File: src/rtl/asram_wr_pkg.sv
package asram_wr_pkg;

    // Counter width wide enough for the longest phase (255 data cycles)
    localparam int LEN_W = 9;

    typedef enum logic [2:0] {
        PH_IDLE,
        PH_SETUP,
        PH_HOLD,
        PH_DATA,
        PH_DHOLD,
        PH_TURN
    } phase_e;

    // Effective phase lengths in cycles, already clamped and decoded
    typedef struct packed {
        logic [LEN_W-1:0] setup;
        logic [LEN_W-1:0] hold;
        logic [LEN_W-1:0] data;
        logic [LEN_W-1:0] dhold;
        logic [LEN_W-1:0] turn;
    } plan_t;

endpackage

File: src/rtl/asram_wr_plan.sv
module asram_wr_plan
    import asram_wr_pkg::*;
#(
    parameter int SU_W = 4,
    parameter int HD_W = 4,
    parameter int DS_W = 8,
    parameter int DH_W = 2,
    parameter int BT_W = 4
) (
    input  logic            mux,
    input  logic [SU_W-1:0] f_setup,
    input  logic [HD_W-1:0] f_hold,
    input  logic [DS_W-1:0] f_data,
    input  logic [DH_W-1:0] f_dhold,
    input  logic [BT_W-1:0] f_turn,
    output plan_t           plan
);

    localparam logic [LEN_W-1:0] ONE = LEN_W'(1);

    always_comb begin
        // setup: raw count, floor of one on the shared bus
        plan.setup = LEN_W'(f_setup);
        if (mux && (f_setup == '0)) begin
            plan.setup = ONE;
        end
        // hold: multiplexed form only, zero read as one
        if (!mux) begin
            plan.hold = '0;
        end else if (f_hold == '0) begin
            plan.hold = ONE;
        end else begin
            plan.hold = LEN_W'(f_hold);
        end
        // data: zero read as one
        plan.data  = (f_data == '0) ? ONE : LEN_W'(f_data);
        // field-plus-one encodings
        plan.dhold = LEN_W'(f_dhold) + ONE;
        plan.turn  = LEN_W'(f_turn) + ONE;
    end

endmodule

File: src/rtl/asram_wr_fsm.sv
module asram_wr_fsm
    import asram_wr_pkg::*;
#(
    parameter int AW = 20,
    parameter int DW = 16
) (
    input  logic          clk,
    input  logic          rst_n,
    input  logic          req_valid,
    input  logic [AW-1:0] req_addr,
    input  logic [DW-1:0] req_data,
    input  logic          req_mux,
    input  plan_t         plan_in,
    output phase_e        phase,
    output logic [AW-1:0] cur_addr,
    output logic [DW-1:0] cur_data,
    output logic          cur_mux,
    output logic          ready,
    output logic          done
);

    typedef struct packed {
        phase_e           phase;
        logic [LEN_W-1:0] cnt;
        plan_t            plan;
        logic [AW-1:0]    addr;
        logic [DW-1:0]    data;
        logic             mux;
        logic             done;
    } st_t;

    localparam st_t RST_ST = '{
        phase: PH_IDLE,
        cnt:   '0,
        plan:  '0,
        addr:  '0,
        data:  '0,
        mux:   1'b0,
        done:  1'b0
    };

    st_t q, d;

    function automatic phase_e next_of(phase_e p, logic m);
        case (p)
            PH_SETUP: return m ? PH_HOLD : PH_DATA;
            PH_HOLD:  return PH_DATA;
            PH_DATA:  return PH_DHOLD;
            PH_DHOLD: return PH_TURN;
            default:  return PH_IDLE;
        endcase
    endfunction

    function automatic logic [LEN_W-1:0] len_of(phase_e p, plan_t pl);
        case (p)
            PH_SETUP: return pl.setup;
            PH_HOLD:  return pl.hold;
            PH_DATA:  return pl.data;
            PH_DHOLD: return pl.dhold;
            PH_TURN:  return pl.turn;
            default:  return LEN_W'(1);
        endcase
    endfunction

    always_comb begin
        phase_e nxt;
        d      = q;
        d.done = 1'b0;
        nxt    = PH_IDLE;
        if (q.phase == PH_IDLE) begin
            if (req_valid) begin
                d.plan = plan_in;
                d.addr = req_addr;
                d.data = req_data;
                d.mux  = req_mux;
                if (plan_in.setup != '0) begin
                    d.phase = PH_SETUP;
                    d.cnt   = plan_in.setup - LEN_W'(1);
                end else begin
                    d.phase = PH_DATA;
                    d.cnt   = plan_in.data - LEN_W'(1);
                end
            end
        end else if (q.cnt == '0) begin
            nxt     = next_of(q.phase, q.mux);
            d.phase = nxt;
            d.cnt   = (nxt == PH_IDLE) ? '0 : len_of(nxt, q.plan) - LEN_W'(1);
            d.done  = (nxt == PH_TURN);
        end else begin
            d.cnt = q.cnt - LEN_W'(1);
        end
    end

    always_ff @(posedge clk) begin
        if (!rst_n) begin
            q <= RST_ST;
        end else begin
            q <= d;
        end
    end

    assign phase    = q.phase;
    assign cur_addr = q.addr;
    assign cur_data = q.data;
    assign cur_mux  = q.mux;
    assign ready    = (q.phase == PH_IDLE);
    assign done     = q.done;

endmodule

File: src/rtl/asram_wr_pins.sv
module asram_wr_pins
    import asram_wr_pkg::*;
#(
    parameter int AW = 20,
    parameter int DW = 16
) (
    input  phase_e        phase,
    input  logic          mux,
    input  logic [AW-1:0] addr,
    input  logic [DW-1:0] data,
    output logic          cs_n,
    output logic          we_n,
    output logic          adv_n,
    output logic [AW-1:0] pin_addr,
    output logic [DW-1:0] ad_out,
    output logic          ad_oe
);

    logic active, addr_ph, data_ph;

    always_comb begin
        active   = (phase == PH_SETUP) || (phase == PH_HOLD) ||
                   (phase == PH_DATA)  || (phase == PH_DHOLD);
        addr_ph  = (phase == PH_SETUP) || (phase == PH_HOLD);
        data_ph  = (phase == PH_DATA)  || (phase == PH_DHOLD);
        cs_n     = !active;
        we_n     = (phase != PH_DATA);
        adv_n    = !(mux && (phase == PH_SETUP));
        pin_addr = active ? addr : '0;
        ad_oe    = data_ph || (mux && addr_ph);
        if (data_ph) begin
            ad_out = data;
        end else if (mux && addr_ph) begin
            ad_out = DW'(addr);
        end else begin
            ad_out = '0;
        end
    end

endmodule

File: src/rtl/asram_wr_seq.sv
module asram_wr_seq
    import asram_wr_pkg::*;
#(
    parameter int AW   = 20,
    parameter int DW   = 16,
    parameter int SU_W = 4,
    parameter int HD_W = 4,
    parameter int DS_W = 8,
    parameter int DH_W = 2,
    parameter int BT_W = 4
) (
    input  logic            clk,
    input  logic            rst_n,
    input  logic            req_valid,
    output logic            req_ready,
    input  logic [AW-1:0]   req_addr,
    input  logic [DW-1:0]   req_data,
    input  logic            req_mux,
    input  logic [SU_W-1:0] cfg_setup,
    input  logic [HD_W-1:0] cfg_hold,
    input  logic [DS_W-1:0] cfg_data,
    input  logic [DH_W-1:0] cfg_dhold,
    input  logic [BT_W-1:0] cfg_turn,
    output logic            done,
    output logic            mem_cs_n,
    output logic            mem_we_n,
    output logic            mem_adv_n,
    output logic [AW-1:0]   mem_addr,
    output logic [DW-1:0]   mem_ad_out,
    output logic            mem_ad_oe
);

    plan_t         plan;
    phase_e        phase;
    logic [AW-1:0] cur_addr;
    logic [DW-1:0] cur_data;
    logic          cur_mux;

    asram_wr_plan #(
        .SU_W(SU_W), .HD_W(HD_W), .DS_W(DS_W), .DH_W(DH_W), .BT_W(BT_W)
    ) u_plan (
        .mux     (req_mux),
        .f_setup (cfg_setup),
        .f_hold  (cfg_hold),
        .f_data  (cfg_data),
        .f_dhold (cfg_dhold),
        .f_turn  (cfg_turn),
        .plan    (plan)
    );

    asram_wr_fsm #(.AW(AW), .DW(DW)) u_fsm (
        .clk       (clk),
        .rst_n     (rst_n),
        .req_valid (req_valid),
        .req_addr  (req_addr),
        .req_data  (req_data),
        .req_mux   (req_mux),
        .plan_in   (plan),
        .phase     (phase),
        .cur_addr  (cur_addr),
        .cur_data  (cur_data),
        .cur_mux   (cur_mux),
        .ready     (req_ready),
        .done      (done)
    );

    asram_wr_pins #(.AW(AW), .DW(DW)) u_pins (
        .phase    (phase),
        .mux      (cur_mux),
        .addr     (cur_addr),
        .data     (cur_data),
        .cs_n     (mem_cs_n),
        .we_n     (mem_we_n),
        .adv_n    (mem_adv_n),
        .pin_addr (mem_addr),
        .ad_out   (mem_ad_out),
        .ad_oe    (mem_ad_oe)
    );

endmodule

File: config.mk
export PLATFORM = sky130hd
export DESIGN_NAME = asram_wr_seq
export DESIGN_NICKNAME = d
export VERILOG_FILES = /design/src/rtl/asram_wr_pkg.sv /design/src/rtl/asram_wr_plan.sv /design/src/rtl/asram_wr_fsm.sv /design/src/rtl/asram_wr_pins.sv /design/src/rtl/asram_wr_seq.sv
export SDC_FILE = /design/constraint.sdc
export NUM_CORES = 1
export LEC_CHECK = 0
export ABC_AREA = 1
export CAP_MARGIN = 20
export CELL_PAD_IN_SITES_DETAIL_PLACEMENT = 0
export CELL_PAD_IN_SITES_GLOBAL_PLACEMENT = 2
export CORE_MARGIN = 2
export CORE_UTILIZATION = 26
export CTS_CLUSTER_DIAMETER = 80
export DETAILED_ROUTE_END_ITERATION = 16
export HOLD_SLACK_MARGIN = 0.12
export PLACE_DENSITY = 0.82
export SYNTH_ARGS = -nofsm -noshare
export SYNTH_HDL_FRONTEND = slang
export SYNTH_SLANG_ARGS = --single-unit
File: constraint.sdc
create_clock -name clk -period 4 [get_ports clk]
set_input_delay 0.8 -clock clk [delete_from_list [all_inputs] [get_ports clk]]
set_output_delay 0.8 -clock clk [all_outputs]
set_load 0.05 [all_outputs]
Yosys cells after proc, flatten, opt, wreduce, memory -nomap -nowiden
Index checks and enable logic that the tools add are counted.
{"block": "op_classes", "add_sub_neg": 6, "multipliers": 0, "div_mod_pow": 0, "n_lt_le_gt_ge": 0, "n_eq_ne": 11, "n_shift": 0, "muxes": 20, "n_bitwise": 2, "n_reduce_logical": 21}
{"cell": "$mux W94", "n": 1}
{"cell": "$mux W9", "n": 5}
{"cell": "$pmux W9 S5", "n": 1}
{"cell": "$mux W16", "n": 2}
{"cell": "$mux W20", "n": 1}
{"cell": "$sub A9 B1 Y9 const B", "n": 2}
{"cell": "$eq A3 B2 Y1 const B", "n": 4}
{"cell": "$mux W12", "n": 1}
{"cell": "$pmux W3 S4", "n": 1}
{"cell": "$mux W11", "n": 1}
{"cell": "$eq A3 B3 Y1 const B", "n": 3}
{"cell": "$logic_not A9 Y1", "n": 1}
{"cell": "$mux W3", "n": 3}
{"cell": "$reduce_bool A9 Y1", "n": 1}
{"cell": "$sub A8 B1 Y9 const B", "n": 1}
{"cell": "$logic_not A4 Y1", "n": 2}
{"cell": "$logic_not A8 Y1", "n": 1}
{"cell": "$mux W4", "n": 2}
{"cell": "$mux W8", "n": 1}
{"cell": "$eq A3 B1 Y1 const B", "n": 2}
{"cell": "$logic_not A3 Y1", "n": 2}
{"cell": "$add A4 B1 Y5 const B", "n": 1}
{"cell": "$logic_or A1 B1 Y1", "n": 5}
{"cell": "$sub A4 B1 Y5 const B", "n": 1}
{"cell": "other kinds (10)", "n": 15}
{"block": "totals", "reg_bits": 95, "latchBits": 0, "ramBits": 0, "rom_bits": 0, "in_bits": 62, "wordCells": 71, "memories": 0}

Longest topological paths before layout
Gate-level depths: netlist (run 1).
{"block": "logic_depth", "ltp_word": 12, "mapped_depth": 22, "ltp_nobuf": 20}

By module
A second synthesis (run 1) with hierarchy kept.
{"block": "unflattened", "cells_unflattened": 819, "hier_area_um2": 5352.6}
{"module": "asram_wr_fsm", "instances": 1, "cells_each": 665, "area_each_um2": 4530.6}
{"module": "asram_wr_pins", "instances": 1, "cells_each": 90, "area_each_um2": 467.9}
{"module": "asram_wr_plan", "instances": 1, "cells_each": 64, "area_each_um2": 354.1}

Least setup slack after synthesis (run 1)
OpenSTA, ideal clock, no wires.
{"block": "synth_timing", "kind": "register -> output", "start": "reg u_fsm.q (netlist bit u_fsm.phase[2])", "end": "out mem_addr[10]", "t_arrival_ps": 2572, "t_required_ps": 3200, "setup_slack_ps": 628, "stages_incl_launch_ff": 9, "path_buffers": 1, "cell_sequence": "dfxtp_1 -> inv_1 -> nand3_1 -> nand2_2 -> inv_2 -> nand2_1 -> inv_2 -> buf_1 -> nor2_1"}
{"block": "synth_via", "elab_chain_len": 5, "elab_cells_between_ends": 8, "cone_classes": "eq/ne: 4; mux: 1; reduce/logical: 3"}
{"item": "from (decl)", "line": "asram_wr_fsm.sv:42", "text": "st_t q, d;"}
{"item": "from (signal assigned)", "line": "asram_wr_fsm.sv:96", "text": "q <= RST_ST;"}
{"item": "from (signal assigned)", "line": "asram_wr_fsm.sv:98", "text": "q <= d;"}
{"item": "$eq A3 B1 Y1 / $eq A3 B2 Y1 (equally long branches)", "line": "asram_wr_pins.sv:22", "text": "active = (phase == PH_SETUP) || (phase == PH_HOLD) ||"}
{"item": "$logic_or A1 B1 Y1 (2 in a row)", "line": "asram_wr_pins.sv:22"}
{"item": "$logic_or A1 B1 Y1 *", "line": "asram_wr_pins.sv:23", "text": "(phase == PH_DATA) || (phase == PH_DHOLD);"}
{"item": "$mux W20 *", "line": "asram_wr_pins.sv:29", "text": "pin_addr = active ? addr : '0;"}
{"item": "to (decl)", "line": "asram_wr_seq.sv:28", "text": "output logic [AW-1:0] mem_addr,"}
Every way passes the cells marked *; elsewhere a longest branch is shown, timed or not.

Worst setup path after layout (run 1)
{"block": "layout_timing", "start": "reg u_fsm.q (netlist bit u_fsm.phase[2])", "end": "out mem_cs_n"}
{"block": "layout_via", "elab_chain_len": 5, "elab_cells_between_ends": 8, "cone_classes": "eq/ne: 4; reduce/logical: 4"}
{"item": "$eq A3 B1 Y1 / $eq A3 B2 Y1 (equally long branches)", "line": "asram_wr_pins.sv:22"}
{"item": "$logic_or A1 B1 Y1 (2 in a row)", "line": "asram_wr_pins.sv:22"}
{"item": "$logic_or A1 B1 Y1 *", "line": "asram_wr_pins.sv:23"}
{"item": "$logic_not A1 Y1 *", "line": "asram_wr_pins.sv:26", "text": "cs_n = !active;"}
{"item": "to (decl)", "line": "asram_wr_seq.sv:25", "text": "output logic mem_cs_n,"}
Marked as above.

==> metrics.md, run 1 <==
| Metric | Value |
|---|---|
| Combinational share of power | `47.6%` |
| Most used cell, CP | `inv_2` |
| Die W | `124 um` |
| Synth Cell Area | `0.00377 mm^2` |
| Worst slew pin tran | `0.626 ns` |
| Flop pwr share | `28.1%` |
| Vias | `3842` |
| Clock Power Share | `24.3%` |
| # DRC | `0` |
| Cells after Synth | `549` |
| Setup TNS | `0 ns` |
| CTS tree | `done` |
| Total I/O pin count | `104` |
| Clk_lat worst skew | `0.34 ns` |
| P_int | `1.90 mW` |
| Cell count of the worst reg-to-reg path | `20` |
| WP buf/inv | `4` |
| Max Clock Skew | `0.00582 ns` |
| Global-route wire length before repair | `19100 um` |
| Switching part of the total | `43.9%` |
| Final Hold Slack | `0.452 ns` |
| PortBufs | `103` |
| Initial antenna violation count | `0` |
| Fmax | `0.275 GHz` |
| Fin crit share | `91.0%` |
| Relative slew slack | `58.0%` |
| Reg2Reg Setup Slack | `0.77 ns` |
| CP Capture Type | `primary output` |
| RSZ-0062 raised after global routing | `no` |
| Ratio of cells with drive above 1 in the final layout | `7.00%` |
| Post-layout min period | `3.64 ns` |
| CTS H-tree lvls | `3` |
| Number of CTS-inserted buffers | `9` |
| R2r endpoint | `u_fsm.q[89]$_SDFFE_PN0P_` |
| Die ar. | `0.0155 mm^2` |
| Vias in the first global route | `3790` |
| GR Util All Layers | `15.3%` |
| Cell family with most CP delay | `buffers and inverters` |
| Lkg Pwr | `2.09 nW` |
| Area grow syn2layout | `39.1%` |
| Critical path arrival | `2.84 ns` |
| Nets@finish | `707` |
| Final hold vios | `0` |
| Global route overflow | `0` |
| Largest net degree at the start of global routing | `64` |
| Status | `completed` |
| Overall power | `3.38 mW` |
| Clock sinks | `70` |
| MaxCap Viol Count | `0` |
| Die height | `124 um` |
| Via density | `4.65` |
| Cts hold-fix bufs | `0` |
| Highest cell delay on the worst timing path | `0.90 ns` |
| Global placement routability congestion | `0.813` |
| Crit path capture | `mem_cs_n` |
| Core area | `0.0144 mm^2` |
| Type of origin of the critical path | `register` |
| Crit-path max FO | `22` |
| Worst path required time | `3.20 ns` |
| Worst-path cell chain | `inv_1 -> nand3_1 -> nand2_2 -> inv_2 -> nand2_1 -> inv_2 -> clkdlybuf4s50_1` |
| Post-route ant nets | `0` |
| # Post-CTS Setup Buffers | `0` |
| Max Buffers Root-to-Sink | `2` |
| Area after DPL | `0.00493 mm^2` |
| # setup viols final | `0` |
| NetSw | `1.49 mW` |
| Worst Hold Class | `register to register` |
| Design area | `0.00524 mm^2` |
| Syn nets | `618` |
| Seq/Total Area, Yosys | `37.2%` |
| Synth Area per Inst | `6.87 um^2` |
| Worst setup startpoint | `u_fsm.phase[2]$_SDFFE_PN0P_` |
| Power per cell area | `646 mW/mm^2` |
| Kind of critical path | `register to primary output` |
| Initial DRT Pass Iterations | `4` |
| #FFs+latches synth | `70` |
| Slew Viols, Final | `0` |
| Worst path depth | `7` |
| Placement Rows | `44` |
| Final wirelength | `11500 um` |
| Initial drt markers | `293` |
| DP Wirelength | `8530 um` |
| YS warnings | `0` |
| Crit-path slowest cell | `clkdlybuf4s50_1` |
| # resized after CTS | `0` |
| R2R Path Start | `u_fsm.phase[2]$_SDFFE_PN0P_` |
| Worst IR Drop VDD | `311 uV` |
| CTS clk-pin slew, worst paths | `0.06 ns` |
| Unique cell type count in the Yosys netlist | `40` |
| Initial Util | `26.2%` |
| DR WL/cell | `13.9 um` |
| N_diodes | `0` |
| Clk root buf | `clkbuf_16` |
-- how the worst min path moves through the flow --
stage,from,slack [ns],endpoint,depth (start not counted)
detailed placement,u_fsm.cur_addr[18]$_SDFFE_PN0P_,0.45,u_fsm.cur_addr[18]$_SDFFE_PN0P_,2
floorplan,u_fsm.cur_data[10]$_SDFFE_PN0P_,0.43,u_fsm.cur_data[10]$_SDFFE_PN0P_,2
global route,u_fsm.cur_addr[17]$_SDFFE_PN0P_,0.48,u_fsm.cur_addr[17]$_SDFFE_PN0P_,2
global placement,u_fsm.cur_addr[16]$_SDFFE_PN0P_,0.44,u_fsm.cur_addr[16]$_SDFFE_PN0P_,2
finish,u_fsm.cur_addr[18]$_SDFFE_PN0P_,0.45,u_fsm.cur_addr[18]$_SDFFE_PN0P_,2
CTS,u_fsm.cur_addr[18]$_SDFFE_PN0P_,0.46,u_fsm.cur_addr[18]$_SDFFE_PN0P_,2
-- final cells by class --
class                   instances  area, um^2
well taps                     184         230
flip-flops and latches         70        1400
clock inverters                 5        56.3
clock buffers                  11         253
fillers                      1556        9130
multi-input cells             365        1920
repair buffers                107        1060
inverters                      85         319
-- worst register-to-register path, stage by stage (launching register included) --
cell,delay (ns)
dfxtp_1,0.32
inv_1,0.19
nand3_1,0.17
nand2_2,0.20
inv_2,0.20
ha_1,0.25
inv_1,0.30
nand2_4,0.15
nand3_1,0.10
nand2_1,0.06
nor2_1,0.16
nor2_2,0.08
inv_1,0.06
ha_1,0.17
nand2_1,0.07
nor2_1,0.19
nand3_1,0.10
nand2_1,0.07
nand3_1,0.07
a21oi_1,0.13
nor2_1,0.05
-- power groups by stage --
stage / combinational (mW) / clock (mW) / sequential [mW]
floorplan: 1.21 / 0 / 0.938
global placement: 1.61 / 0 / 0.963
detailed placement: 1.61 / 0 / 0.965
CTS: 1.62 / 0.849 / 0.951
global route: 1.80 / 0.874 / 0.969
finish: 1.61 / 0.824 / 0.950
-- cell families after synthesis --
kind of cell,synth area share (%)
and+or+nand+nor,24.1
AOI/OAI and AO/OA,22.5
DFF,37.2
buffers and inverters,11.8
adders and majority gates,2.32
xor gates and xnor gates,2.09
-- cells in the mapped netlist, drive strengths merged --
cell	n	share of area [%]
inv	84	8.4
nand2	78	8.3
dfxtp	70	37
nor2	65	7.8
a21oi	62	8.3
o21ai	62	8.2
nand3	29	4.1
clkbuf	20	2.0
o22ai	19	3.2
nand4	15	2.8
buf	9	1.4
ha	7	2.3
nor3	5	0.93
xnor2	5	1.2
xor2	4	0.93
a31oi	2	0.33
a32oi	2	0.46
o31ai	2	0.40
a221oi	1	0.23
a22oi	1	0.20
a311oi	1	0.23
a32o	1	0.27
clkinv	1	0.099
o211ai	1	0.20
o21bai	1	0.20
o32ai	1	0.23
or2	1	0.17
-- sequential cells by signal (all words and copies together), names as in the netlist --
signal and count:
u_fsm.phase 3, u_fsm.cur_data 16, u_fsm.cur_addr 20, u_fsm.done 1, u_fsm.q 29, u_fsm.cur_mux 1
-- stage by stage --
step	std cells	util, %	setup slack (ns)
detailed placement	811	34.3	0.714
CTS	827	36.5	0.315
floorplan	549	-	0.628
global route	827	36.5	0.152
global placement	811	34.3	0.803
finish	827	36.5	0.362
-- routing by layer --
metal | up-vias | share of wire [%] | track usage (%)
met4 | 0 | 1.4 | 5.55
li1 | 1993 | - | -
met3 | 14 | 6.0 | 4.51
met1 | 1760 | 45 | 18.8
met5 | - | 0 | 0
met2 | 75 | 47 | 25.4
-- cell usage in the layout, fill, tap and decap left out, drive strengths merged, types with 3 or more instances in the layout --
cell type      Yosys  routed
nand4             15      15
buf                9       4
clkbuf            20      11
inv               84      85
clkinv             1       3
nand2             78      78
o21ai             62      62
xor2               4       4
clkdlybuf4s50      0     103
o22ai             19      19
xnor2              5       5
a21oi             62      62
nor2              65      65
ha                 7       7
nand3             29      29
dfxtp             70      70
nor3               5       5
(Power assumes the default switching activity.)
==> inputs of run 2 (changes only) <==
CORE_UTILIZATION = 28   (was 26)
PLACE_DENSITY = 0.81   (was 0.82)
SYNTH_HIERARCHICAL = 1   (was unset)
==> run 2 against run 1 <==
Net effect: sequential share of layout area down 0.41 points; critical endpoint unchanged; critical path depth down 1; clock skew about the same; cell area up 25%; sequential power up 43%; synthesized cell count up 49%; first-iteration DRC count down 27%; die area up 31%; synthesized area up 42%; non-clock buffer count up 6.
==> metrics.md, run 2 <==
| Metric | Value |
|---|---|
| Fin crit share | `85.9%` |
| Worst path required time | `3.20 ns` |
| Biggest register | `u_fsm/q` |
| Clk root buf | `clkbuf_16` |
| Initial drt markers | `215` |
| Slew Viols, Final | `0` |
| Synth Cell Area | `0.00535 mm^2` |
| Type of origin of the critical path | `register` |
| Seq/Total Area, Yosys | `32.2%` |
| CTS clk-pin slew, worst paths | `0.06 ns` |
| Worst IR Drop VDD | `246 uV` |
| Largest cells by area after synthesis | `dfxtp_1, nor2_1, nand2_1, buf_4, o21ai_0` |
| Crit-path max FO | `22` |
| DR WL/cell | `13.8 um` |
| Number of CTS-inserted buffers | `9` |
| Synth Flop Type | `dfxtp_1` |
| # Post-CTS Setup Buffers | `0` |
| PortBufs | `103` |
| Met2 GRT Util | `26.7%` |
| # DRC | `0` |
| Cts hold-fix bufs | `0` |
| Top-count cell post-synth | `nor2_1` |
| GR Util All Layers | `15.5%` |
| CP Capture Type | `primary output` |
| Final wirelength | `15000 um` |
| FFs w/ async S/R, synth | `0%` |
| Top cell type's share of synthesized area | `32.2%` |
| YS warnings | `6` |
| Hold depth | `2` |
| Fin util | `35.0%` |
| Synth Area per Inst | `6.54 um^2` |
| Global route overflow | `0` |
| R2R Path Start | `u_fsm/phase[0]$_SDFFE_PN0P_` |
| Clock sinks | `86` |
| Reg2Reg Setup Slack | `0.58 ns` |
| # setup viols final | `0` |
| Worst slew pin tran | `0.760 ns` |
| Largest net degree at the start of global routing | `80` |
| Post-synth EDFFs | `0` |
| Via density | `4.49` |
| Total I/O pin count | `104` |
| CTS tree | `done` |
| Unique cell type count in the Yosys netlist | `42` |
| Post-layout min period | `3.43 ns` |
| #FFs+latches synth | `86` |
| Synth area leader | `dfxtp_1` |
| Met1 usage | `19.5%` |
| DP Wirelength | `10700 um` |
| # fillers | `2056` |
| Max Clock Skew | `0.00587 ns` |
| Die height | `142 um` |
| Setup TNS | `0 ns` |
| # resized after CTS | `0` |
| Die ar. | `0.0202 mm^2` |
| Top Usage Layer GRT | `met2` |
| Final hold vios | `0` |
| R2r endpoint | `u_fsm/q[85]$_SDFFE_PN0P_` |
| Clk_lat worst skew | `0.35 ns` |
| Relative slew slack | `49.3%` |
| Vias in the first global route | `4941` |
| Core area | `0.0187 mm^2` |
| Global placement routability congestion | `0.817` |
| CTS H-tree lvls | `3` |
| Max Buffers Root-to-Sink | `2` |
| Vias | `4903` |
| Nets@finish | `921` |
| Fmax | `0.291 GHz` |
| Status | `completed` |
| Area grow syn2layout | `22.2%` |
| Power per cell area | `802 mW/mm^2` |
| Post-route ant nets | `0` |
| Global-route wire length before repair | `24900 um` |
| Ratio of cells with drive above 1 in the final layout | `7.23%` |
| Number of flip-flops in the largest register | `45` |
| Placement Rows | `50` |
| Cells after Synth | `819` |
| Critical path arrival | `2.63 ns` |
| Hold Path Sink | `u_fsm/q[45]$_SDFFE_PN0P_` |
| Commonest non-fill, non-tap cell in the layout | `nor2_1` |
| RSZ-0062 raised after global routing | `no` |
| Most frequent cells in the layout | `nor2_1, nand2_1, clkdlybuf4s50_1, dfxtp_1, o21ai_0` |
| Global routing usage on met3 | `3.84%` |
| Initial DRT Pass Iterations | `5` |
| N_diodes | `0` |
| Initial Util | `28.6%` |
| Overall power | `5.24 mW` |
| Commonest cells in the netlist | `nor2_1, nand2_1, dfxtp_1` |
| Worst Hold Class | `register to register` |
| Initial antenna violation count | `0` |
| MaxCap Viol Count | `0` |
| Cell count of the worst reg-to-reg path | `17` |
| Hold path start | `u_fsm/q[45]$_SDFFE_PN0P_` |
| Kind of critical path | `register to primary output` |
| Lkg Pwr | `2.85 nW` |
| Die W | `142 um` |
## run 2: cell types whose count changed in the layout (fill, tap and decap cells not counted), moves of 16 or more
cell	before	now
o22ai_1	19	2
a21oi_1	61	21
o21ai_0	60	83
inv_1	79	52
conb_1	0	21
a21boi_0	0	20
nor2_1	59	180
nand3_1	27	60
nand2_1	72	124
dfxtp_1	70	86
## run 2: cell type report
class / instances / area [um^2] / share of cell area, %
inverter: 56 / 210 / 3.21
sequential: 86 / 1720 / 26.3
multi-input combinational: 586 / 2830 / 43.3
clock inverter: 6 / 133 / 2.03
tap: 234 / 293 / 4.48
timing repair buffer: 113 / 1110 / 17.0
clock buffer: 10 / 239 / 3.65
## run 2: metal layers
layer | part of all wire, % | routed length, um
met5 | 0 | 0
met4 | 1.2 | 176
met3 | 4.7 | 705
met2 | 46 | 6960
met1 | 48 | 7160
## run 2: worst max-delay path by stage
stage,start,to,slack (ns),cells past startpoint
2_1_floorplan,u_fsm/phase[0]$_SDFFE_PN0P_,mem_addr[0],1.11,5
3_3_place_gp,req_mux,u_fsm/q[91]$_SDFFE_PN0P_,0.53,18
3_5_place_dp,req_mux,u_fsm/q[91]$_SDFFE_PN0P_,0.47,18
4_1_cts,u_fsm/phase[0]$_SDFFE_PN0P_,mem_ad_out[9],0.51,5
5_1_grt,u_fsm/phase[0]$_SDFFE_PN0P_,u_fsm/q[91]$_SDFFE_PN0P_,0.10,21
6_report,u_fsm/phase[0]$_SDFFE_PN0P_,mem_cs_n,0.57,6
## run 2: kinds of logic (layout without fill, tap and decap cells)
logic type | after synthesis | after routing | share of synthesized area (%)
and+or+nand+nor | 403 | 403 | 32.4
buffers and inverters | 167 | 185 | 16.5
AOI/OAI and AO/OA | 147 | 147 | 15.9
DFF | 86 | 86 | 32.2
xor gates and xnor gates | 8 | 8 | 1.31
adders and majority gates | 7 | 7 | 1.64
other | 1 | 21 | 0.0701
## run 2: worst max-delay path: stages (launching register included)
cell             delay [ns]
dfxtp_1                0.60
nor2_4                 0.09
nand2_1                0.07
buf_4                  0.25
nand2_2                0.29
nor2_1                 0.17
clkdlybuf4s50_1        0.81
## run 2: stage by stage
| step | worst slack, ns | instance area [um^2] | cells | hold slack, ns |
|---|---|---|---|---|
| 2_1_floorplan | 1.11 | 5430 | 839 | 0.430 |
| 3_3_place_gp | 0.532 | 6170 | 1075 | 0.468 |
| 3_5_place_dp | 0.472 | 6170 | 1075 | 0.471 |
| 4_1_cts | 0.507 | 6540 | 1091 | 0.483 |
| 5_1_grt | 0.101 | 6540 | 1091 | 0.539 |
| 6_report | 0.565 | 6540 | 1091 | 0.492 |
## run 2: power breakdown
group | internal (mW) | switching, mW | total [mW]
combinational | 0.906 | 1.93 | 2.84
sequential | 1.15 | 0.208 | 1.36
clock | 0.689 | 0.351 | 1.04
